`config.mk`:
```
export PLATFORM = sky130hd
export DESIGN_NAME = gpio_bank_ctrl
export DESIGN_NICKNAME = d
export VERILOG_FILES = /design/src/rtl/gpio_pkg.sv /design/src/rtl/gpio_in_sync.sv /design/src/rtl/gpio_regfile.sv /design/src/rtl/gpio_pin_cell.sv /design/src/rtl/gpio_bank_ctrl.sv
export SDC_FILE = /design/constraint.sdc
export NUM_CORES = 1
export LEC_CHECK = 0
export BUFFER_PORTS_ARGS = -buffer_cell sky130_fd_sc_hd__buf_4
export CORE_AREA = 2 2 282 284
export DETAILED_ROUTE_END_ITERATION = 10
export DIE_AREA = 0 0 284 286
export PLACE_DENSITY_LB_ADDON = 0.05
export SETUP_SLACK_MARGIN = 0.15
export SLEW_MARGIN = 30
export SYNTH_ARGS = -nofsm -noshare
export SYNTH_HDL_FRONTEND = slang
export SYNTH_SLANG_ARGS = --single-unit
```
`constraint.sdc`:
```
create_clock -name clk -period 2.81 [get_ports clk]
set_clock_uncertainty 0.15 [all_clocks]
set_input_delay 0.562 -clock clk [delete_from_list [all_inputs] [get_ports clk]]
set_output_delay 0.562 -clock clk [all_outputs]
set_load 0.02 [all_outputs]
```
`src/rtl/gpio_pkg.sv`:
```
`timescale 1ns/1ps
package gpio_pkg;
  localparam int BUS_W    = 32;
  localparam int ADDR_W   = 4;
  localparam int NUM_ALT  = 16;
  localparam int ALT_W    = $clog2(NUM_ALT);
  localparam int CLR_BASE = 16;   // clear half of the set/clear word
  localparam int ALT_PER  = BUS_W / ALT_W; // pins per alternate-select word

  typedef enum logic [1:0] {
    PM_INPUT  = 2'd0,
    PM_OUTPUT = 2'd1,
    PM_ALT    = 2'd2,
    PM_ANALOG = 2'd3
  } pin_mode_t;

  localparam logic [ADDR_W-1:0] A_MODE   = 4'd0;
  localparam logic [ADDR_W-1:0] A_PULL   = 4'd1;
  localparam logic [ADDR_W-1:0] A_OTYPE  = 4'd2;
  localparam logic [ADDR_W-1:0] A_SPEED  = 4'd3;
  localparam logic [ADDR_W-1:0] A_ALTLO  = 4'd4;
  localparam logic [ADDR_W-1:0] A_ALTHI  = 4'd5;
  localparam logic [ADDR_W-1:0] A_ODATA  = 4'd6;
  localparam logic [ADDR_W-1:0] A_SETCLR = 4'd7;
  localparam logic [ADDR_W-1:0] A_IDATA  = 4'd8;
  localparam logic [ADDR_W-1:0] A_SECURE = 4'd9;
endpackage

```
`src/rtl/gpio_in_sync.sv`:
```
`timescale 1ns/1ps
module gpio_in_sync #(
  parameter int WIDTH = 16
) (
  input  logic             clk,
  input  logic             rst,
  input  logic [WIDTH-1:0] d,
  output logic [WIDTH-1:0] q
);
  logic [WIDTH-1:0] stage1;

  always_ff @(posedge clk) begin
    if (rst) begin
      stage1 <= '0;
      q      <= '0;
    end else begin
      stage1 <= d;
      q      <= stage1;
    end
  end
endmodule

```
`src/rtl/gpio_regfile.sv`:
```
`timescale 1ns/1ps
module gpio_regfile
  import gpio_pkg::*;
#(
  parameter int NUM_PINS  = 16,
  parameter bit SECURE_EN = 1'b1
) (
  input  logic                      clk,
  input  logic                      rst,
  input  logic                      bus_we,
  input  logic                      bus_re,
  input  logic                      bus_sec,
  input  logic [ADDR_W-1:0]         bus_addr,
  input  logic [BUS_W-1:0]          bus_wdata,
  output logic [BUS_W-1:0]          bus_rdata,
  input  logic [NUM_PINS-1:0]       in_view,
  output logic [2*NUM_PINS-1:0]     mode_q,
  output logic [2*NUM_PINS-1:0]     pull_q,
  output logic [NUM_PINS-1:0]       otype_q,
  output logic [2*NUM_PINS-1:0]     speed_q,
  output logic [ALT_W*NUM_PINS-1:0] altsel_q,
  output logic [NUM_PINS-1:0]       odata_q,
  output logic [NUM_PINS-1:0]       sec_q
);
  logic [NUM_PINS-1:0] wmask;
  logic [BUS_W-1:0]    rd_c;

  // per-pin write permission for this access
  always_comb begin
    if (SECURE_EN && !bus_sec) wmask = ~sec_q;
    else                       wmask = '1;
  end

  always_ff @(posedge clk) begin
    if (rst) begin
      mode_q   <= '1;
      pull_q   <= '0;
      otype_q  <= '0;
      speed_q  <= '0;
      altsel_q <= '0;
      odata_q  <= '0;
      sec_q    <= '0;
    end else if (bus_we) begin
      case (bus_addr)
        A_MODE:
          for (int i = 0; i < NUM_PINS; i++)
            if (wmask[i]) mode_q[2*i +: 2] <= bus_wdata[2*i +: 2];
        A_PULL:
          for (int i = 0; i < NUM_PINS; i++)
            if (wmask[i]) pull_q[2*i +: 2] <= bus_wdata[2*i +: 2];
        A_OTYPE:
          for (int i = 0; i < NUM_PINS; i++)
            if (wmask[i]) otype_q[i] <= bus_wdata[i];
        A_SPEED:
          for (int i = 0; i < NUM_PINS; i++)
            if (wmask[i]) speed_q[2*i +: 2] <= bus_wdata[2*i +: 2];
        A_ALTLO, A_ALTHI:
          for (int i = 0; i < NUM_PINS; i++)
            if (wmask[i] && ((i / ALT_PER) == int'(bus_addr == A_ALTHI)))
              altsel_q[ALT_W*i +: ALT_W] <= bus_wdata[ALT_W*(i % ALT_PER) +: ALT_W];
        A_ODATA:
          for (int i = 0; i < NUM_PINS; i++)
            if (wmask[i]) odata_q[i] <= bus_wdata[i];
        A_SETCLR:
          for (int i = 0; i < NUM_PINS; i++)
            if (wmask[i]) begin
              if (bus_wdata[i])                 odata_q[i] <= 1'b1;
              else if (bus_wdata[CLR_BASE + i]) odata_q[i] <= 1'b0;
            end
        A_SECURE:
          if (SECURE_EN && bus_sec) sec_q <= bus_wdata[NUM_PINS-1:0];
        default: ;
      endcase
    end
  end

  always_comb begin
    rd_c = '0;
    case (bus_addr)
      A_MODE:   rd_c[2*NUM_PINS-1:0] = mode_q;
      A_PULL:   rd_c[2*NUM_PINS-1:0] = pull_q;
      A_OTYPE:  rd_c[NUM_PINS-1:0]   = otype_q;
      A_SPEED:  rd_c[2*NUM_PINS-1:0] = speed_q;
      A_ALTLO, A_ALTHI:
        for (int i = 0; i < NUM_PINS; i++)
          if ((i / ALT_PER) == int'(bus_addr == A_ALTHI))
            rd_c[ALT_W*(i % ALT_PER) +: ALT_W] = altsel_q[ALT_W*i +: ALT_W];
      A_ODATA:  rd_c[NUM_PINS-1:0]   = odata_q;
      A_IDATA:  rd_c[NUM_PINS-1:0]   = in_view;
      A_SECURE: rd_c[NUM_PINS-1:0]   = sec_q;
      default:  rd_c = '0;
    endcase
  end

  always_ff @(posedge clk) begin
    if (rst)         bus_rdata <= '0;
    else if (bus_re) bus_rdata <= rd_c;
  end
endmodule

```
`src/rtl/gpio_pin_cell.sv`:
```
`timescale 1ns/1ps
module gpio_pin_cell
  import gpio_pkg::*;
(
  input  logic               clk,
  input  logic               rst,
  input  pin_mode_t          mode,
  input  logic [1:0]         pull,
  input  logic               otype,
  input  logic [1:0]         speed,
  input  logic [ALT_W-1:0]   altsel,
  input  logic               odata,
  input  logic [NUM_ALT-1:0] alt_data_v,
  input  logic [NUM_ALT-1:0] alt_oe_v,
  input  logic               in_sync,
  output logic               oe_q,
  output logic               out_q,
  output logic               pu_q,
  output logic               pd_q,
  output logic               od_q,
  output logic [1:0]         speed_q,
  output logic               pin_in
);
  logic drive, data;

  always_comb begin
    unique case (mode)
      PM_OUTPUT: begin drive = 1'b1;             data = odata;              end
      PM_ALT:    begin drive = alt_oe_v[altsel]; data = alt_data_v[altsel]; end
      default:   begin drive = 1'b0;             data = 1'b0;               end
    endcase
  end

  always_ff @(posedge clk) begin
    if (rst) begin
      oe_q    <= 1'b0;
      out_q   <= 1'b0;
      pu_q    <= 1'b0;
      pd_q    <= 1'b0;
      od_q    <= 1'b0;
      speed_q <= 2'b00;
    end else begin
      oe_q    <= drive & (otype ? ~data : 1'b1);
      out_q   <= drive & ~otype & data;
      od_q    <= drive & otype;
      speed_q <= drive ? speed : 2'b00;
      pu_q    <= (mode != PM_ANALOG) && (pull == 2'b01);
      pd_q    <= (mode != PM_ANALOG) && (pull == 2'b10);
    end
  end

  assign pin_in = (mode != PM_ANALOG) & in_sync;
endmodule

```
`src/rtl/gpio_bank_ctrl.sv`:
```
`timescale 1ns/1ps
module gpio_bank_ctrl
  import gpio_pkg::*;
#(
  parameter int NUM_PINS  = 16,   // 16 or 8
  parameter bit SECURE_EN = 1'b1
) (
  input  logic                        clk,
  input  logic                        rst,
  input  logic                        bus_we,
  input  logic                        bus_re,
  input  logic                        bus_sec,
  input  logic [ADDR_W-1:0]           bus_addr,
  input  logic [BUS_W-1:0]            bus_wdata,
  output logic [BUS_W-1:0]            bus_rdata,
  input  logic [NUM_PINS-1:0]         pad_in,
  input  logic [NUM_ALT*NUM_PINS-1:0] alt_data,
  input  logic [NUM_ALT*NUM_PINS-1:0] alt_oe,
  output logic [NUM_PINS-1:0]         pad_oe,
  output logic [NUM_PINS-1:0]         pad_out,
  output logic [NUM_PINS-1:0]         pad_pu,
  output logic [NUM_PINS-1:0]         pad_pd,
  output logic [NUM_PINS-1:0]         pad_od,
  output logic [2*NUM_PINS-1:0]       pad_speed,
  output logic [NUM_PINS-1:0]         pin_in
);
  logic [2*NUM_PINS-1:0]     mode_w, pull_w, speed_w;
  logic [NUM_PINS-1:0]       otype_w, odata_w, sec_w, sync_w, ana_w;
  logic [ALT_W*NUM_PINS-1:0] altsel_w;

  gpio_regfile #(.NUM_PINS(NUM_PINS), .SECURE_EN(SECURE_EN)) u_regs (
    .clk(clk), .rst(rst),
    .bus_we(bus_we), .bus_re(bus_re), .bus_sec(bus_sec),
    .bus_addr(bus_addr), .bus_wdata(bus_wdata), .bus_rdata(bus_rdata),
    .in_view(pin_in),
    .mode_q(mode_w), .pull_q(pull_w), .otype_q(otype_w), .speed_q(speed_w),
    .altsel_q(altsel_w), .odata_q(odata_w), .sec_q(sec_w)
  );

  gpio_in_sync #(.WIDTH(NUM_PINS)) u_sync (
    .clk(clk), .rst(rst), .d(pad_in), .q(sync_w)
  );

  for (genvar p = 0; p < NUM_PINS; p++) begin : g_pin
    logic [NUM_ALT-1:0] ad, ae;
    always_comb begin
      for (int f = 0; f < NUM_ALT; f++) begin
        ad[f] = alt_data[f*NUM_PINS + p];
        ae[f] = alt_oe[f*NUM_PINS + p];
      end
    end

    assign ana_w[p] = (pin_mode_t'(mode_w[2*p +: 2]) == PM_ANALOG);

    gpio_pin_cell u_cell (
      .clk(clk), .rst(rst),
      .mode(pin_mode_t'(mode_w[2*p +: 2])),
      .pull(pull_w[2*p +: 2]),
      .otype(otype_w[p]),
      .speed(speed_w[2*p +: 2]),
      .altsel(altsel_w[ALT_W*p +: ALT_W]),
      .odata(odata_w[p]),
      .alt_data_v(ad),
      .alt_oe_v(ae),
      .in_sync(sync_w[p]),
      .oe_q(pad_oe[p]),
      .out_q(pad_out[p]),
      .pu_q(pad_pu[p]),
      .pd_q(pad_pd[p]),
      .od_q(pad_od[p]),
      .speed_q(pad_speed[2*p +: 2]),
      .pin_in(pin_in[p])
    );
  end
endmodule

```
==> results.tsv, run 1 <==
metric	value	unit
syn-cell-area	0.0214	mm²
synth_nets	2965	
clock_sinks	384	
postLayoutCellArea	0.0292	mm²
hold_class	input port to register	
layout_commonest_cell	buf_4	
crit_arrival	1.79	ns
cts_buffers	48	
place.gp.congestion	0.973	
worstMarginPinSlew	0.753	ns
timing.final.crit_period	2.51	ns
core_area	0.0784	mm²
detail_route.drc_violations	0	
initial_core_util	27.3	%
numPortBuffers	728	
cp_slowest_cell	dfxtp_1	
postCtsSetupBuffers	0	
ios	729	
vias	20598	
ctsHoldBuffers	0	
cts_buffer_depth	3	
dieArea	0.0812	mm²
finalCritPeriodShare	89.2	%
status	finished, final reports clean	
max_slew_margin	49.7	%
rows	103	
grt-ovfl-total	0	
clockRootBuffer	clkbuf_16	
hold_viol_final	0	
cts_resized	0	
drt_iter0_drc	1426	
antenna_found_initial	3	
layout-drive-gt1-share	35.3	%
htree_num_levels	2	
netlist_instances	2348	
final_nets	3579	
grt_max_degree	45	
p_leak	11.7	nW
cp_max_fo	5	
crit_buf_inv	1	
setup_violations	0	
place_ws	0.259	ns
worst_slack	0.304	ns
wire_per_inst	25.0	µm
area_growth	36.5	%
setup-tns-final	0	ns
r2r_setup_slack	0.39	ns
grt_pass1_vias	21064	
postRouteAntennaNets	0	
grt_pass1_wl	144	mm
clock_latency	0.59	ns
track_usage	23.9	%
start_kind	register	
yosysUniqueCellTypes	73	
tritoncts	done	
place_area	0.0276	mm²
ir_worst_vdd	0.368	mV
path_cells	ha_1, nor2_1, buf_4	
die_h	286	µm
slowest_delay	0.58	ns
yosysSeqAreaShare	36.0	%
synth-async-reset-ratio	0	%
maxClockFrequency	399	MHz
ys.flop_type	dfxtp_1	
yosys_register_bits	384	
viasPerCell	5.09	
rsz0062_at_grt	no	
cap_violations	0	
die_w	284	µm
firstDrtPassIters	5	
dp_hpwl	81.1	mm
slew_violations	0	
clkTransAtPathRegs	0.06	ns
layout_common_cells	buf_4, dfxtp_1, nand2_1	
cp-end-kind	output pin	
required	2.10	ns
cpLargestDelayFamily	flip-flops	
synth_edf_count	0	
synth.avg_cell_area	9.10	µm²
fillers	8047	
powerDensity	471	mW/mm²
wirelength	101	mm
yosysWarnings	0	
crit_type	register to output pin	
## per-stage QoR
step	hold slack [ns]	power, mW	instances	utilization, %
6_report	0.0474	13.7	4048	37.2
5_1_grt	0.0277	14.2	4047	37.2
4_1_cts	0.0167	13.9	4046	37.2
3_5_place_dp	0.271	7.43	3962	35.2
3_3_place_gp	0.277	7.42	3962	35.2
2_1_floorplan	0.264	6.34	2348	-
## sequential cells by signal, indices dropped and copies added (netlist names)
register,cells
g_pin.u_cell.pu_q,16
g_pin.u_cell.oe_q,16
g_pin.u_cell.pd_q,16
u_regs.otype_q,16
u_regs.speed_q,32
u_sync.q,16
u_regs.mode_q,32
g_pin.u_cell.od_q,16
u_regs.altsel_q,64
u_regs.pull_q,32
u_regs.odata_q,16
g_pin.u_cell.out_q,16
g_pin.u_cell.speed_q,32
u_regs.bus_rdata,32
u_sync.stage1,16
u_regs.sec_q,16
## logic make-up after synthesis
logic type | synth area share, %
simple gates | 20.1
buf+inv | 8.30
flops | 36.0
compound gates | 15.0
mux | 17.8
fa+ha+maj | 2.81
## final timing paths
path	from	to	depth (start not counted)
max	u_regs.mode_q[15]	pin_in[7]	3
max reg2reg	u_regs.altsel_q[56]	g_pin[14].u_cell.speed_q[1]	4
min	pad_in[11]	u_sync.stage1[11]	2
min reg2reg	u_sync.stage1[6]	u_sync.q[6]	1
## synthesized netlist by cell type, types with 10 or more instances
cell type  count  area, µm²
o32ai_1       13        114
nand3b_1      10       75.1
nor4b_1       37        324
a211o_1       36        315
inv_1         57        214
nand2_1      282       1060
nand3_1      144        721
mux4_2        82       1850
a311oi_1      11       96.3
a22oi_1       42        315
o21ai_1       12       60.1
a32oi_1       18        158
nor2_1       125        469
buf_4        111        833
nand2b_1      27        169
a2111oi_0     11       96.3
nor3b_1       20        150
and2_1        38        238
mux2i_1      133       1330
nor2b_1       73        457
clkbuf_1      70        263
and3_1        40        250
mux2_2        54        608
ha_1          48        601
buf_2         69        345
o21ai_0       16       80.1
dfxtp_1      384       7690
buf_1         10       37.5
a21oi_1      177        886
nor3_1        21        105
o211ai_1      21        158
a21boi_1      19        143
## final cells by class
class | count | area, µm² | area share, %
Antenna cell | 2 | 5.00 | 0.0172
Clock buffer | 67 | 1370 | 4.71
Clock inverter | 17 | 245 | 0.841
Timing Repair Buffer | 831 | 6360 | 21.8
Inverter | 61 | 229 | 0.785
Tap cell | 1050 | 1310 | 4.50
Sequential cell | 384 | 7690 | 26.3
Multi-Input combinational cell | 1636 | 12000 | 41.0
## power by group
group	internal (mW)	total (mW)	switching (mW)
Combinational	0.900	1.69	0.793
Clock	3.94	6.42	2.48
Sequential	5.52	5.62	0.104
## layer usage
| layer | GRT usage, % | wire, µm |
|---|---|---|
| met5 | 0 | 31 |
| met4 | 7.71 | 3010 |
| met3 | 4.73 | 6370 |
| met2 | 40.4 | 48400 |
| met1 | 30.6 | 43400 |
(Power assumes the default switching activity.)
==> inputs of run 2 (changes only) <==
--- a/config.mk
+++ b/config.mk
@@ -5,6 +5,7 @@
 export SDC_FILE = /design/constraint.sdc
 export NUM_CORES = 1
 export LEC_CHECK = 0
+export ABC_AREA = 1
 export BUFFER_PORTS_ARGS = -buffer_cell sky130_fd_sc_hd__buf_4
 export CORE_AREA = 2 2 282 284
 export DETAILED_ROUTE_END_ITERATION = 10
==> run 2 against run 1 <==
Compared with the run above: clock power shrank 3%; global-route usage grew 0.97 points; critical path type unchanged; worst hold slack worse by 0.012 ns; largest power group unchanged.
==> results.tsv, run 2 <==
metric	value	unit
max_slew_margin	46.2	%
area_growth	34.4	%
wire_per_inst	19.7	µm
clockRootBuffer	clkbuf_16	
p_leak	14.9	nW
synth-compound-area-share	14.0	%
firstDrtPassIters	5	
crit_arrival	1.77	ns
rsz0062_at_grt	no	
setup-tns-final	0	ns
synth.avg_cell_area	6.10	µm²
min_from	pad_in[7]	
postLayoutCellArea	0.0300	mm²
rows	103	
worst_slack	0.324	ns
clock_latency	0.59	ns
synth_fa_ha_area_share	2.69	%
start_kind	register	
yosys_register_bits	384	
largest_reg_flops	64	
maxClockFrequency	402	MHz
die_w	284	µm
yosysTopAreaCell	dfxtp_1	
status	finished, final reports clean	
syn-cell-area	0.0223	mm²
postLayoutCoreUtil	38.3	%
ios	729	
synth-async-reset-ratio	0	%
core_area	0.0784	mm²
synth_nets	4279	
yosysMostFrequentCell	nand2_1	
netlist_instances	3662	
hold_viol_final	0	
synthTopCellsByCount	nand2_1, inv_1, dfxtp_1	
cap_violations	0	
dp.cells	5271	
layout-drive-gt1-share	21.3	%
yosysSeqAreaShare	34.4	%
cts_buffer_depth	3	
place_ws	0.227	ns
synth_xor_area_share	0	%
grt_max_degree	47	
critPathLaunch	u_regs.mode_q[8]	
grt_pass1_wl	153	mm
ir_worst_vdd	0.367	mV
cts_buffers	47	
postCtsSetupBuffers	0	
slew_violations	0	
dp_hpwl	83.2	mm
finalCritPeriodShare	88.5	%
clkTransAtPathRegs	0.06	ns
crit_type	register to output pin	
cp_max_fo	3	
cp-end-kind	output pin	
numPortBuffers	728	
place_area	0.0284	mm²
required	2.10	ns
detail_route.drc_violations	0	
track_usage	24.9	%
layout_common_cells	nand2_1, buf_4, inv_1	
tritoncts	done	
vias	24756	
antenna_found_initial	10	
htree_num_levels	2	
yosys.area_share.simple	33.3	%
worstMarginPinSlew	0.806	ns
clock_sinks	384	
largest_register	u_regs.altsel_q	
synth.top_cells.by_area	dfxtp_1, nand2_1, inv_1, nand3_1, o21ai_0	
wirelength	106	mm
synth_top_area_share	34.4	%
synth_top_family_by_area	simple AND/OR/NAND/NOR gates	
drt_iter0_drc	1462	
viasPerCell	4.62	
yosysUniqueCellTypes	27	
layout_commonest_cell	nand2_1	
setup_violations	0	
die_h	286	µm
grt_pass1_vias	23843	
final_nets	4888	
reg2reg_from	u_regs.altsel_q[20]	
postRouteAntennaNets	0	
dieArea	0.0812	mm²
initial_core_util	28.5	%
hold_class	input port to register	
grt-ovfl-total	0	
powerDensity	460	mW/mm²
yosysWarnings	0	
timing.final.crit_period	2.49	ns
synth_edf_count	0	
fin_cells	5363	
ys.flop_type	dfxtp_1	
place.gp.congestion	0.873	
fillers	8867	
synthMuxAreaShare	0	%
## run 2: changes by cell type after synthesis, sizes merged, moves of 40 or more
cell	change
and3	-40
mux2i	-133
nand3	+200
inv	+495
a22oi	-42
mux4	-83
nor2b	-73
nand2	+819
nor2	+204
o21ai	+242
a21oi	+85
mux2	-54
## run 2: area by class of cell
type | instances | area (µm²) | share of cell area [%]
diodes | 5 | 12.5 | 0.0417
inverters | 570 | 2140 | 7.14
clock inverters | 16 | 170 | 0.567
well taps | 1050 | 1310 | 4.38
multi-input cells | 2469 | 11200 | 37.2
clock buffers | 70 | 1400 | 4.68
flip-flops and latches | 384 | 7690 | 25.6
repair buffers | 799 | 6090 | 20.3
## run 2: where the power goes
part           switching [mW]  total, mW  internal [mW]
sequential             0.0905       5.63           5.54
clock                    2.50       6.23           3.72
combinational            1.05       1.93          0.873
## run 2: final timing paths
check                     endpoint  slack, ns  depth (start not counted)
max reg2reg  g_pin[5].u_cell.out_q       0.48                         10
min               u_sync.stage1[7]       0.04                          3
max                      pin_in[4]       0.32                          3
min reg2reg            u_sync.q[5]       0.25                          2
## run 2: cells by family (layout without fill, tap and decap cells)
group	after synthesis	after routing
flip-flops	384	384
other	0	5
AO/OA/AOI/OAI	593	593
AND/OR/NAND/NOR	1828	1828
adder cells (fa/ha/maj)	48	48
buffers and inverters	809	1455
## run 2: per-layer routing
metal | wire length (µm) | GRT usage (%)
met5 | 58 | 0
met1 | 45900 | 31.7
met3 | 7260 | 5.69
met4 | 2970 | 7.55
met2 | 49400 | 41.8
## run 2: metrics by stage
step,total power [mW],hold WS (ns)
finish,13.8,0.0358
global route,14.3,0.0286
CTS,13.9,0.00204
detailed placement,7.68,0.243
global placement,7.68,0.244
floorplan,6.55,0.238
## run 2: critical path, cell delays in order (launching register included)
cell and delay (ns):
dfxtp_1 0.33, ha_1 0.34, nor2_1 0.31, buf_4 0.21
## run 2: timing repair
item / 4_1_cts / 5_1_grt
endpoints found under the hold margin: 1 / 0
hold buffers: 1 / 0
gates resized for setup: 0 / 0
==> inputs of run 3 (changes only) <==
--- a/config.mk
+++ b/config.mk
@@ -10,6 +10,8 @@
 export CORE_AREA = 2 2 282 284
 export DETAILED_ROUTE_END_ITERATION = 10
 export DIE_AREA = 0 0 284 286
+export GPL_TIMING_DRIVEN = 0
+export HOLD_SLACK_MARGIN = 0.08
 export PLACE_DENSITY_LB_ADDON = 0.05
 export SETUP_SLACK_MARGIN = 0.15
 export SLEW_MARGIN = 30
==> run 3 against run 2 <==
Compared with the run above: via count increased by 6.0%; clock power about the same; worst hold slack improved by 0.067 ns.
==> results.tsv, run 3 (synthesis gave the netlist of run 2 again) <==
metric	value	unit
status	finished, final reports clean	
finalPower	13.9	mW
grt_pass1_wl	170	mm
worst_slack	0.217	ns
met2_length	55.1	mm
grt_max_degree	13	
r2r_setup_slack	0.53	ns
final_nets	5091	
largest_reg_flops	64	
firstDrtPassIters	6	
drt_iter0_drc	2072	
cpMostUsedCell	buf_4	
numPortBuffers	726	
place_ws	-0.0376	ns
path_cells	ha_1, nor2_2, buf_4, buf_4	
reg2reg_from	u_regs.altsel_q[20]	
wl_met3	10.3	mm
die_h	286	µm
clkTransAtPathRegs	0.06	ns
viasPerCell	4.72	
rsz0062_at_grt	no	
clockRootBuffer	clkbuf_16	
worstReg2RegEnd	g_pin[5].u_cell.speed_q[1]	
maxClockFrequency	386	MHz
slowest_delay	0.34	ns
timing.final.crit_period	2.59	ns
cp-end-kind	output pin	
min_to	u_regs.mode_q[4]	
critPathLaunch	u_regs.mode_q[12]	
vias	26244	
ir_worst_vdd	0.405	mV
die_w	284	µm
routed.top_layer	met5	
worstMarginPinSlew	1.11	ns
place_area	0.0291	mm²
track_usage	28.3	%
p_leak	15.5	nW
clock_sinks	384	
cts_buffers	46	
hold_class	input port to register	
clock_latency	0.60	ns
setup_violations	0	
core_area	0.0784	mm²
initial_core_util	28.5	%
postLayoutCellArea	0.0311	mm²
detail_route.drc_violations	0	
crit_arrival	1.88	ns
fillers	8961	
postRouteAntennaNets	0	
cts_buffer_depth	3	
crit_type	register to output pin	
area_growth	39.1	%
largest_register	u_regs.altsel_q	
postLayoutCoreUtil	39.6	%
htree_num_levels	2	
r2r_cells	11	
grt_pass1_vias	25261	
antenna_found_initial	14	
wirelength	120	mm
finalCritPeriodShare	92.3	%
cp_slowest_cell	nor2_2	
min_from	bus_wdata[4]	
dieArea	0.0812	mm²
grt-ovfl-total	0	
dp_hpwl	93.7	mm
layout_commonest_cell	nand2_1	
place.gp.congestion	0.935	
layout_common_cells	nand2_1, buf_4, inv_1	
cp_max_fo	3	
wire_per_inst	21.6	µm
start_kind	register	
wl_met1	49.7	mm
powerDensity	449	mW/mm²
hold_viol_final	0	
hold_depth	3	
rows	103	
layout-drive-gt1-share	22.5	%
required	2.10	ns
tritoncts	done	
setup-tns-final	0	ns
slew_violations	0	
max_slew_margin	26.1	%
ios	729	
cap_violations	0	
-- run 3: changes by cell type in the layout (fill, tap and decap cells not counted), moves of 3 or more --
cell and delta:
clkbuf_8 +4, buf_12 -7, clkbuf_1 +44, nand2_2 -3, dlygate4sd3_1 +37, nand2_1 +3, buf_4 +32, clkbuf_2 +12
buf_2 +70, buf_1 +15
-- run 3: worst max-delay path, delay by kind of cell, from the launching register on --
kind          cells  cell delay, ns
fa+ha+maj         1            0.31
buf+inv           2            0.30
flops             1            0.33
simple gates      1            0.34
-- run 3: report_power, final --
part	internal [mW]	switching, mW	total, mW	leakage (nW)
combinational	0.893	1.22	2.11	11.7
sequential	5.54	0.0801	5.62	3.11
clock	3.68	2.53	6.21	0.782
total	10.1	3.83	13.9	15.5
-- run 3: how the worst max path moves through the flow --
stage	to	slack, ns	cells after the start
floorplan	u_regs.bus_rdata[9]	0.99	10
global placement	g_pin[5].u_cell.out_q	-0.80	6
detailed placement	u_regs.altsel_q[21]	-0.04	6
CTS	pin_in[15]	0.21	4
global route	pin_in[6]	0.18	4
finish	pin_in[6]	0.22	4
-- run 3: per-stage QoR --
step	hold WS (ns)	instances
after floorplan	0.238	3662
final	0.102	5563
after CTS	0.0808	5560
after global placement	0.247	5438
after global routing	0.100	5563
after detailed placement	0.248	5438
-- run 3: cell type report --
| class | count | area, µm² | share of cell area [%] |
|---|---|---|---|
| clock buffer | 73 | 1480 | 4.75 |
| multi-input combinational | 2469 | 11200 | 35.9 |
| antenna | 3 | 7.51 | 0.0242 |
| tap | 1050 | 1310 | 4.23 |
| inverter | 570 | 2140 | 6.89 |
| buffer | 239 | 1360 | 4.38 |
| sequential | 384 | 7690 | 24.8 |
| timing repair buffer | 764 | 5830 | 18.8 |
| clock inverter | 11 | 83.8 | 0.270 |
-- run 3: routing by layer --
| layer | vias up | track usage [%] |
|---|---|---|
| met5 | - | 0 |
| met4 | 20 | 10.6 |
| met3 | 223 | 7.58 |
| met2 | 1039 | 46.6 |
| met1 | 11973 | 35.3 |
| li1 | 12989 | - |
-- run 3: repair_timing --
item,in CTS,in global routing
endpoints found under the setup margin,1,0
hold buffers,38,0
resized for setup,1,0
buffers inserted,0,0
hold endpoints to repair,38,0
